--- src/rtl/clkmode_pkg.sv ---
package clkmode_pkg;

    typedef enum logic [1:0] {
        MODE_HIGH = 2'b00,
        MODE_MID  = 2'b01,
        MODE_LOW  = 2'b10
    } spd_t;

    typedef enum logic [1:0] {
        ST_RUN,
        ST_WAIT,
        ST_STOP,
        ST_RECOV
    } pst_t;

    // Speed committed at a period boundary; slow needs the sub-clock enabled.
    function automatic spd_t next_mode(spd_t cur, logic [1:0] req, logic sub_ok);
        case (req)
            2'b00:   return MODE_HIGH;
            2'b01:   return MODE_MID;
            2'b10:   return sub_ok ? MODE_LOW : cur;
            default: return cur;
        endcase
    endfunction

    function automatic int max3(int a, int b, int c);
        int m;
        m = (a > b) ? a : b;
        return (m > c) ? m : c;
    endfunction

endpackage

--- src/rtl/clkmode_div.sv ---
module clkmode_div
    import clkmode_pkg::*;
#(
    parameter int HS_DIV = 2,
    parameter int MS_DIV = 8,
    parameter int LS_DIV = 2
) (
    input  logic       clk,
    input  logic       rst,
    input  logic       clr,
    input  logic       run,
    input  logic       main_tick,
    input  logic       sub_tick,
    input  logic [1:0] mode_req,
    input  logic       sub_en,
    output spd_t       act_mode,
    output logic       src_tick,
    output logic       bound
);
    localparam int MAXD  = max3(HS_DIV, MS_DIV, LS_DIV);
    localparam int CNT_W = (MAXD > 2) ? $clog2(MAXD) : 1;
    localparam logic [CNT_W-1:0] HS_LAST = CNT_W'(HS_DIV - 1);
    localparam logic [CNT_W-1:0] MS_LAST = CNT_W'(MS_DIV - 1);
    localparam logic [CNT_W-1:0] LS_LAST = CNT_W'(LS_DIV - 1);

    logic [CNT_W-1:0] cnt;
    logic [CNT_W-1:0] last;

    always_comb begin
        src_tick = (act_mode == MODE_LOW) ? sub_tick : main_tick;
        case (act_mode)
            MODE_MID: last = MS_LAST;
            MODE_LOW: last = LS_LAST;
            default:  last = HS_LAST;
        endcase
    end

    assign bound = run && src_tick && (cnt == last);

    always_ff @(posedge clk) begin
        if (rst) begin
            cnt      <= '0;
            act_mode <= MODE_HIGH;
        end else if (clr) begin
            cnt <= '0;
        end else if (run && src_tick) begin
            if (cnt == last) begin
                cnt      <= '0;
                act_mode <= next_mode(act_mode, mode_req, sub_en);
            end else begin
                cnt <= cnt + 1'b1;
            end
        end
    end
endmodule

--- src/rtl/clkmode_stab.sv ---
module clkmode_stab #(
    parameter int                PRE_W    = 8,
    parameter int                TMR_W    = 8,
    parameter int                SRC_DIV  = 16,
    parameter logic [PRE_W-1:0]  AUTO_PRE = '1,
    parameter logic [TMR_W-1:0]  AUTO_TMR = TMR_W'(1)
) (
    input  logic             clk,
    input  logic             rst,
    input  logic             load,
    input  logic             manual,
    input  logic [PRE_W-1:0] sw_pre,
    input  logic [TMR_W-1:0] sw_tmr,
    input  logic             cnt_en,
    input  logic             src_tick,
    output logic             done
);
    localparam int SD_W = (SRC_DIV > 2) ? $clog2(SRC_DIV) : 1;
    localparam logic [SD_W-1:0] SD_LAST = SD_W'(SRC_DIV - 1);

    logic [SD_W-1:0]  ps;
    logic [PRE_W-1:0] pre, rld;
    logic [TMR_W-1:0] tmr;
    logic             tick16, pre_uf;

    assign tick16 = cnt_en && src_tick && (ps == SD_LAST);
    assign pre_uf = tick16 && (pre == '0);
    assign done   = pre_uf && (tmr == '0);

    always_ff @(posedge clk) begin
        if (rst) begin
            ps  <= '0;
            pre <= AUTO_PRE;
            rld <= AUTO_PRE;
            tmr <= AUTO_TMR;
        end else if (load) begin
            ps  <= '0;
            pre <= manual ? sw_pre : AUTO_PRE;
            rld <= manual ? sw_pre : AUTO_PRE;
            tmr <= manual ? sw_tmr : AUTO_TMR;
        end else if (cnt_en && src_tick) begin
            ps <= (ps == SD_LAST) ? '0 : ps + 1'b1;
            if (tick16) begin
                if (pre == '0) begin
                    pre <= rld;
                    if (tmr != '0) tmr <= tmr - 1'b1;
                end else begin
                    pre <= pre - 1'b1;
                end
            end
        end
    end
endmodule

--- src/rtl/clkmode_fsm.sv ---
module clkmode_fsm
    import clkmode_pkg::*;
(
    input  logic clk,
    input  logic rst,
    input  logic stop_req,
    input  logic wait_req,
    input  logic irq,
    input  logic stab_done,
    output pst_t st,
    output logic stop_load
);
    assign stop_load = (st == ST_RUN) && stop_req;

    always_ff @(posedge clk) begin
        if (rst) begin
            st <= ST_RECOV;
        end else begin
            case (st)
                ST_RUN: begin
                    if (stop_req)      st <= ST_STOP;
                    else if (wait_req) st <= ST_WAIT;
                end
                ST_WAIT:  if (irq)       st <= ST_RUN;
                ST_STOP:  if (irq)       st <= ST_RECOV;
                default:  if (stab_done) st <= ST_RUN;
            endcase
        end
    end
endmodule

--- src/rtl/clkmode_ctrl.sv ---
module clkmode_ctrl
    import clkmode_pkg::*;
#(
    parameter int PRE_W   = 8,
    parameter int TMR_W   = 8,
    parameter int SRC_DIV = 16,
    parameter int HS_DIV  = 2,
    parameter int MS_DIV  = 8,
    parameter int LS_DIV  = 2
) (
    input  logic             clk,
    input  logic             rst,
    input  logic             main_tick,
    input  logic             sub_tick,
    input  logic [1:0]       mode_sel,
    input  logic             sub_en,
    input  logic             stab_manual,
    input  logic [PRE_W-1:0] sw_pre,
    input  logic [TMR_W-1:0] sw_tmr,
    input  logic             stop_req,
    input  logic             wait_req,
    input  logic             irq,
    output logic             phi_en,
    output logic             main_run
);
    pst_t st;
    spd_t act_mode;
    logic stop_load, stab_done, src_tick, bound;

    clkmode_fsm u_fsm (
        .clk(clk), .rst(rst), .stop_req(stop_req), .wait_req(wait_req),
        .irq(irq), .stab_done(stab_done), .st(st), .stop_load(stop_load)
    );

    clkmode_div #(.HS_DIV(HS_DIV), .MS_DIV(MS_DIV), .LS_DIV(LS_DIV)) u_div (
        .clk(clk), .rst(rst), .clr(stop_load),
        .run((st == ST_RUN) || (st == ST_WAIT)),
        .main_tick(main_tick), .sub_tick(sub_tick), .mode_req(mode_sel),
        .sub_en(sub_en), .act_mode(act_mode), .src_tick(src_tick), .bound(bound)
    );

    clkmode_stab #(.PRE_W(PRE_W), .TMR_W(TMR_W), .SRC_DIV(SRC_DIV)) u_stab (
        .clk(clk), .rst(rst), .load(stop_load), .manual(stab_manual),
        .sw_pre(sw_pre), .sw_tmr(sw_tmr), .cnt_en(st == ST_RECOV),
        .src_tick(src_tick), .done(stab_done)
    );

    assign phi_en   = bound && (st == ST_RUN);
    assign main_run = (st != ST_STOP);
endmodule

--- config.mk ---
export PLATFORM = sky130hd
export DESIGN_NAME = clkmode_ctrl
export DESIGN_NICKNAME = d
export VERILOG_FILES = /design/src/rtl/clkmode_pkg.sv /design/src/rtl/clkmode_div.sv /design/src/rtl/clkmode_stab.sv /design/src/rtl/clkmode_fsm.sv /design/src/rtl/clkmode_ctrl.sv
export SDC_FILE = /design/constraint.sdc
export NUM_CORES = 1
export LEC_CHECK = 0
export BUFFER_PORTS_ARGS = -buffer_cell sky130_fd_sc_hd__buf_2
export CAP_MARGIN = 0
export CORE_AREA = 8 8 72 74
export CTS_CLUSTER_SIZE = 8
export DETAILED_ROUTE_END_ITERATION = 7
export DIE_AREA = 0 0 80 82
export PLACE_DENSITY = 0.73
export SYNTH_ARGS = -nofsm -noshare
export SYNTH_HDL_FRONTEND = slang
export SYNTH_SLANG_ARGS = --single-unit
--- constraint.sdc ---
create_clock -name clk -period 2 [get_ports clk]
set_clock_uncertainty 0.15 [all_clocks]
set_input_delay 0.3 -clock clk [delete_from_list [all_inputs] [get_ports clk]]
set_output_delay 0.3 -clock clk [all_outputs]
set_load 0.1 [all_outputs]
# --- Yosys cells after proc, flatten, opt, wreduce, memory -nomap -nowiden ---
# Index checks and enable logic that the tools add are counted.
word_totals:
  reg_bits: 35
classes:
  addsub: 4
  n_eq_ne: 14
  mux: 23
  bitwise_logic: 1
  n_reduce_logical: 25
op_table:
  columns: ["cell", "count"]
  rows:
  - ["$mux W8", 11]
  - ["$logic_not A8 Y1", 2]
  - ["$sub A8 B1 Y8 const B", 2]
  - ["$mux W2", 6]
  - ["$pmux W2 S3", 2]
  - ["$eq A2 B2 Y1 const B", 4]
  - ["$logic_and A1 B1 Y1", 8]
  - ["$ne A2 B2 Y1 const B", 4]
  - ["$reduce_and A4 Y1", 2]
  - ["$reduce_bool A2 Y1", 4]
  - ["$reduce_bool A8 Y1", 1]
  - ["$eq A2 B1 Y1 const B", 3]
  - ["$mux W3", 2]
  - ["$reduce_and A5 Y1", 1]
  - ["$add A4 B1 Y4 const B", 1]
  - ["$eq A4 B4 Y1 const B", 1]
  - ["$logic_not A2 Y1", 2]
  - ["$mux W4", 1]
  - ["$reduce_bool A4 Y1", 1]
  - ["$add A3 B1 Y3 const B", 1]
  - ["$eq A3 B3 Y1", 1]
  - ["$ne A3 B3 Y1 const B", 1]
  - ["$reduce_bool A3 Y1", 1]
  - ["$reduce_and A2 Y1", 1]
  - ["4 further kinds", 4]

# --- Depth between registers and ports, before layout ---
logic_depth:
  depth_word: 8
  ltp_mapped: 7
  mapped_depth_nobuf: 7

# --- Hierarchy ---
# A second synthesis with hierarchy kept.
hier_totals:
  cells_unflattened: 263
  hier_area_um2: 2185.8
modules_own_cells:
  columns: ["module", "instances", "cells_per_inst", "area_each_um2", "seq_area_each_um2"]
  rows:
  - ["clkmode_stab", 1, 199, 1599.0, 560.5]
  - ["clkmode_div", 1, 39, 374.1, 100.1]
  - ["clkmode_fsm", 1, 21, 183.9, 40.0]
  - ["clkmode_ctrl", 1, 4, 28.8, 0.0]

# --- Worst setup path after synthesis ---
# No wires, ideal clock.
synth_path:
  path_type: "register to output"
  from: "register u_div.act_mode[0]"
  to: "output port phi_en"
  arrival_time_ns: 2.189
  required_ns: 1.550
  setup_slack_ns: -0.639
  stages_incl_launch_ff: 5
  path_buffers: 0
  path_cell_list: "dfxtp_1 -> nand2b_1 -> mux2_2 -> o2111ai_1 -> nor2_1"
synth_via:
  elab_chain_len: 5
  word_cells_on_any_way: 8
synth_rtl:
  columns: ["element", "line_no", "text"]
  rows:
  - ["start: declaration", "clkmode_div.sv:16", "output spd_t act_mode,"]
  - ["start signal: assignment", "clkmode_div.sv:49", "act_mode <= next_mode(act_mode, mode_req, sub_en);"]
  - ["$eq A2 B1 Y1 / $eq A2 B2 Y1 (equally long branches)", "clkmode_div.sv:31, clkmode_div.sv:30", null]
  - ["$mux W3 / $mux W1 (equally long branches)", "clkmode_div.sv:31, clkmode_div.sv:30", null]
  - ["$eq A3 B3 Y1 / $logic_and A1 B1 Y1 (equally long branches)", "clkmode_div.sv:38", "assign bound = run && src_tick && (cnt == last);"]
  - ["$logic_and A1 B1 Y1 *", "clkmode_div.sv:38", null]
  - ["$logic_and A1 B1 Y1 *", "clkmode_ctrl.sv:48", "assign phi_en = bound && (st == ST_RUN);"]
  - ["end: declaration", "clkmode_ctrl.sv:23", "output logic phi_en,"]
# Every way passes the cells marked *; elsewhere a longest branch is shown, timed or not.

# --- Worst setup path in the final report ---
layout_path:
  from: "register u_stab.pre[0]"
  to: "register u_stab.tmr[4]"
layout_via:
  elab_chain_len: 3
layout_rtl:
  columns: ["element", "line_no", "text"]
  rows:
  - ["start: declaration", "clkmode_stab.sv:22", "logic [PRE_W-1:0] pre, rld;"]
  - ["start signal: assignment", "clkmode_stab.sv:38", "pre <= manual ? sw_pre : AUTO_PRE;"]
  - ["start signal: assignment", "clkmode_stab.sv:45", "pre <= rld;"]
  - ["start signal: assignment", "clkmode_stab.sv:48", "pre <= pre - 1'b1;"]
  - ["$logic_not A8 Y1", "clkmode_stab.sv:44", "if (pre == '0) begin"]
  - ["$reduce_bool A2 Y1 (no source line)", null, null]
  - ["$reduce_and A4 Y1 (no source line)", null, null]
  - ["end signal: assignment", "clkmode_stab.sv:40", "tmr <= manual ? sw_tmr : AUTO_TMR;"]
  - ["end signal: assignment", "clkmode_stab.sv:46", "if (tmr != '0) tmr <= tmr - 1'b1;"]
  - ["end: declaration", "clkmode_stab.sv:23", "logic [TMR_W-1:0] tmr;"]
# No other way between the ends.
# A chain may end at the register's enable or synchronous reset.

==> metrics.md <==
| Metric | Value |
|---|---|
| Clock Latency Late Sink | `0.30 ns` |
| Syn-to-layout area delta | `44.8%` |
| Peak supply drop | `453 uV` |
| Antenna violations before repair | `0` |
| Largest net degree at the start of global routing | `26` |
| Mean area per synthesized cell | `8.21 um2` |
| Worst hold-check path type | `input port to flip-flop` |
| Crit path DAT | `2.26 ns` |
| Synth area leaders | `dfxtp_1 (35%), a21oi_1 (4.5%), nor2_1 (4.3%)` |
| Share of post-route cells with drive strength above 1 | `41.3%` |
| Final WL | `6.18 mm` |
| Placed insts | `351` |
| All-layer global routing usage | `17.7%` |
| Post-Layout Cell Count | `369` |
| Worst-margin pin slew | `0.645 ns` |
| CTS tree | `yes` |
| Mapped Area | `0.00200 mm2` |
| Final setup fails | `8` |
| Status | `finished, violations left` |
| Cell family contributing the most delay on the critical path | `simple AND/OR/NAND/NOR gates` |
| Crit path time final | `2.20 ns` |
| Cell taking the most area after synthesis | `dfxtp_1` |
| First drt pass iteration count | `4` |
| Max cap viols | `0` |
| Register area | `709 um2` |
| Synth cell types | `49` |
| Num CTS Buffers | `5` |
| Seq cells post-synth | `35` |
| Min-delay src | `sw_tmr[1]` |
| Worst Setup End Kind | `flip-flop` |
| Async SR Flop Fraction | `0%` |
| Area of the multi-input gates | `0.00140 mm2` |
| Yosys warns | `0` |
| CP Buf/Inv Count | `1` |
| P per Cell Area | `511 mW/mm2` |
| Die ar. | `0.00656 mm2` |
| Post-route DRC | `0` |
| Post-synth EDFFs | `0` |
| Unrepaired setup endpoints after global routing | `true` |
| Filler cells | `316` |
| Hold buffer count at CTS | `0` |
| Critical path type | `flip-flop to flip-flop` |
| Initial cell density of the core | `48.2%` |
| Antenna Nets Post-Route | `0` |
| Root buf cell | `clkbuf_8` |
| Placer Congestion | `0.845` |
| Worst reg-to-reg setup slack | `-0.20 ns` |
| CP peak stage delay | `0.43 ns` |
| Total Nets Final | `349` |
| H-tree depth | `2` |
| End of the worst hold path | `u_stab.tmr[1]$_SDFFE_PP0P_` |
| Die W | `80 um` |
| Violated checks | `negative setup slack` |
| Max-slew violations | `0` |
| CP cell instances | `inv_2 > ha_4 > nor4b_4 > nand4b_1 > or3_4 > or4_4 > a311oi_2` |
| DP HPWL | `4.00 mm` |
| Clk buf depth | `2` |
| Vias in the first global route | `1964` |
| Post-synthesis instance total | `243` |
| First-pass GRT wire length | `9.07 mm` |
| Vias per cell | `5.88` |
| Worst rel slew slack | `56.7%` |
| Row count | `24` |
| Ys flop type | `dfxtp_1` |
| Die H | `82 um` |
| Final worst slack | `-0.201 ns` |
| Worst setup SP type | `flip-flop` |
| Port bufs | `28` |
| Avg WL per Cell | `16.7 um` |
| Critical Path RT | `2.06 ns` |
| Crit-path slowest cell | `or4_4` |
| GRT Residual Overflow | `0` |
| Max Fanout on Critical Path | `3` |
| Pwr Total | `1.47 mW` |
| # clock sinks | `35` |
| I/O pin count | `29` |
| FF-to-FF End | `u_stab.tmr[4]$_SDFFE_PP0P_` |
| Reg2reg start | `u_stab.pre[0]$_SDFFE_PP1P_` |
| Final Hold Fails | `0` |
| Syn_nets | `276` |
| R2R cell count | `7` |
| Antenna diode count | `0` |
| Clk slew on worst S/H paths | `0.08 ns` |
| Hold path depth | `3` |
| Core area | `0.00414 mm2` |
| 1st-iter DRT viols | `108` |
| Sequential area share after synthesis | `35.1%` |
| DR vias | `2170` |
| Top cell type's share of synthesized area | `35.1%` |
| Period utilization | `110%` |
| Lkg Pwr | `1.21 nW` |
| Max Freq | `454 MHz` |
==> through the flow <==
stage	worst slack, ns	hold WS (ns)	cell area [um2]	TNS, ns	util [%]
final	-0.201	0.0573	2890	-0.749	69.7
after global routing	-0.275	0.0723	2890	-1.69	69.7
after CTS	-0.146	0.0574	2720	-0.377	65.5
after detailed placement	-0.129	0.305	2470	-0.530	59.6
after global placement	-0.107	0.302	2470	-0.306	59.6
after floorplan	-0.213	0.259	2000	-0.703	-
==> state kept, by name, indices dropped and copies added, names as in the netlist <==
name            cells
u_stab.pre          8
u_stab.ps           4
u_stab.rld          8
u_div.cnt           3
u_div.act_mode      2
u_fsm.st            2
u_stab.tmr          8
==> where the power goes <==
group          total [mW]  internal (mW)  switching (mW)
combinational      0.0981         0.0465          0.0516
clock               0.675          0.403           0.271
sequential          0.702          0.700         0.00207
total                1.47           1.15           0.325
==> worst min-delay path, stage by stage <==
cell and delay (ns):
buf_2 0.07, nand2_1 0.05, o21ai_2 0.05
==> layout by cell type, fill, tap and decap left out, types with 3 or more instances in the layout <==
master,synthesis,routed
dfxtp_1,35,28
dfxtp_2,0,7
nand3_1,7,6
nand2_1,19,18
o21bai_1,7,7
inv_1,14,11
o21ai_0,14,9
or4b_2,3,3
a211o_1,3,3
inv_2,0,3
nor3_1,9,8
o32a_1,4,4
buf_2,0,27
nor2_1,23,20
a31oi_1,3,3
o21ai_1,0,4
buf_4,0,40
clkbuf_8,0,6
nand4_1,3,3
a2bb2oi_1,4,4
buf_6,0,7
nor3b_1,7,6
a21oi_1,18,18
or3_1,5,4
nand2b_1,6,4
xnor2_1,4,4
ha_2,0,3
==> area by class of cell <==
type | count | share of cell area, %
multi-input cells | 184 | 48.4
flip-flops and latches | 35 | 24.6
repair buffers | 76 | 18.9
clock buffers | 6 | 2.86
well taps | 52 | 2.25
inverters | 14 | 1.82
clock inverters | 2 | 1.21
==> per-layer routing <==
layer	GRT usage [%]	routed length [um]	up-vias
met5	0	0	-
met1	21.4	2610	1042
met2	29.5	3060	72
met3	4.27	348	16
met4	7.27	166	0
li1	-	-	1040
==> how the worst max path moves through the flow <==
| stage | start | endpoint | slack (ns) | cells past startpoint |
|---|---|---|---|---|
| CTS | u_stab.pre[0]$_SDFFE_PP1P_ | u_stab.tmr[4]$_SDFFE_PP0P_ | -0.15 | 7 |
| global route | u_stab.pre[0]$_SDFFE_PP1P_ | u_stab.tmr[4]$_SDFFE_PP0P_ | -0.27 | 7 |
| global placement | u_stab.pre[0]$_SDFFE_PP1P_ | u_stab.tmr[4]$_SDFFE_PP0P_ | -0.11 | 7 |
| finish | u_stab.pre[0]$_SDFFE_PP1P_ | u_stab.tmr[4]$_SDFFE_PP0P_ | -0.20 | 7 |
| detailed placement | u_stab.ps[1]$_SDFFE_PP0P_ | u_stab.tmr[1]$_SDFFE_PP0P_ | -0.13 | 7 |
| floorplan | u_stab.pre[0]$_SDFFE_PP1P_ | u_stab.tmr[4]$_SDFFE_PP0P_ | -0.21 | 7 |
==> cells by family (layout without fill, tap and decap cells) <==
| group | after synthesis | in the layout | synth area share [%] |
|---|---|---|---|
| buffers and inverters | 24 | 98 | 4.51 |
| AND/OR/NAND/NOR | 99 | 99 | 28.2 |
| AO/OA/AOI/OAI | 69 | 69 | 23.6 |
| XOR/XNOR | 5 | 5 | 2.19 |
| flip-flops | 35 | 35 | 35.1 |
| adder cells (fa/ha/maj) | 6 | 6 | 3.76 |
| multiplexers | 5 | 5 | 2.63 |
==> synthesized netlist by cell type (3+ instances only) <==
cell type	n
and3_1	4
inv_1	14
o21bai_1	7
nor2_1	23
nand2b_1	6
nor3_1	9
a21oi_1	18
or3_1	5
a2bb2oi_1	4
mux2i_1	3
a31oi_1	3
nand2_1	19
or4b_2	3
o32a_1	4
a211o_1	3
dfxtp_1	35
nand4_1	3
xnor2_1	4
clkbuf_1	9
ha_1	6
nand3_1	7
nor3b_1	7
o21ai_0	14
==> timing repair <==
item / 4_1_cts / 5_1_grt
pin swaps: 3 / 12
resized for setup: 24 / 32
cloned: 0 / 1
buffers inserted: 3 / 9
setup endpoints to repair: 11 / 17
Note: power is estimated with default switching activity, not from simulation.
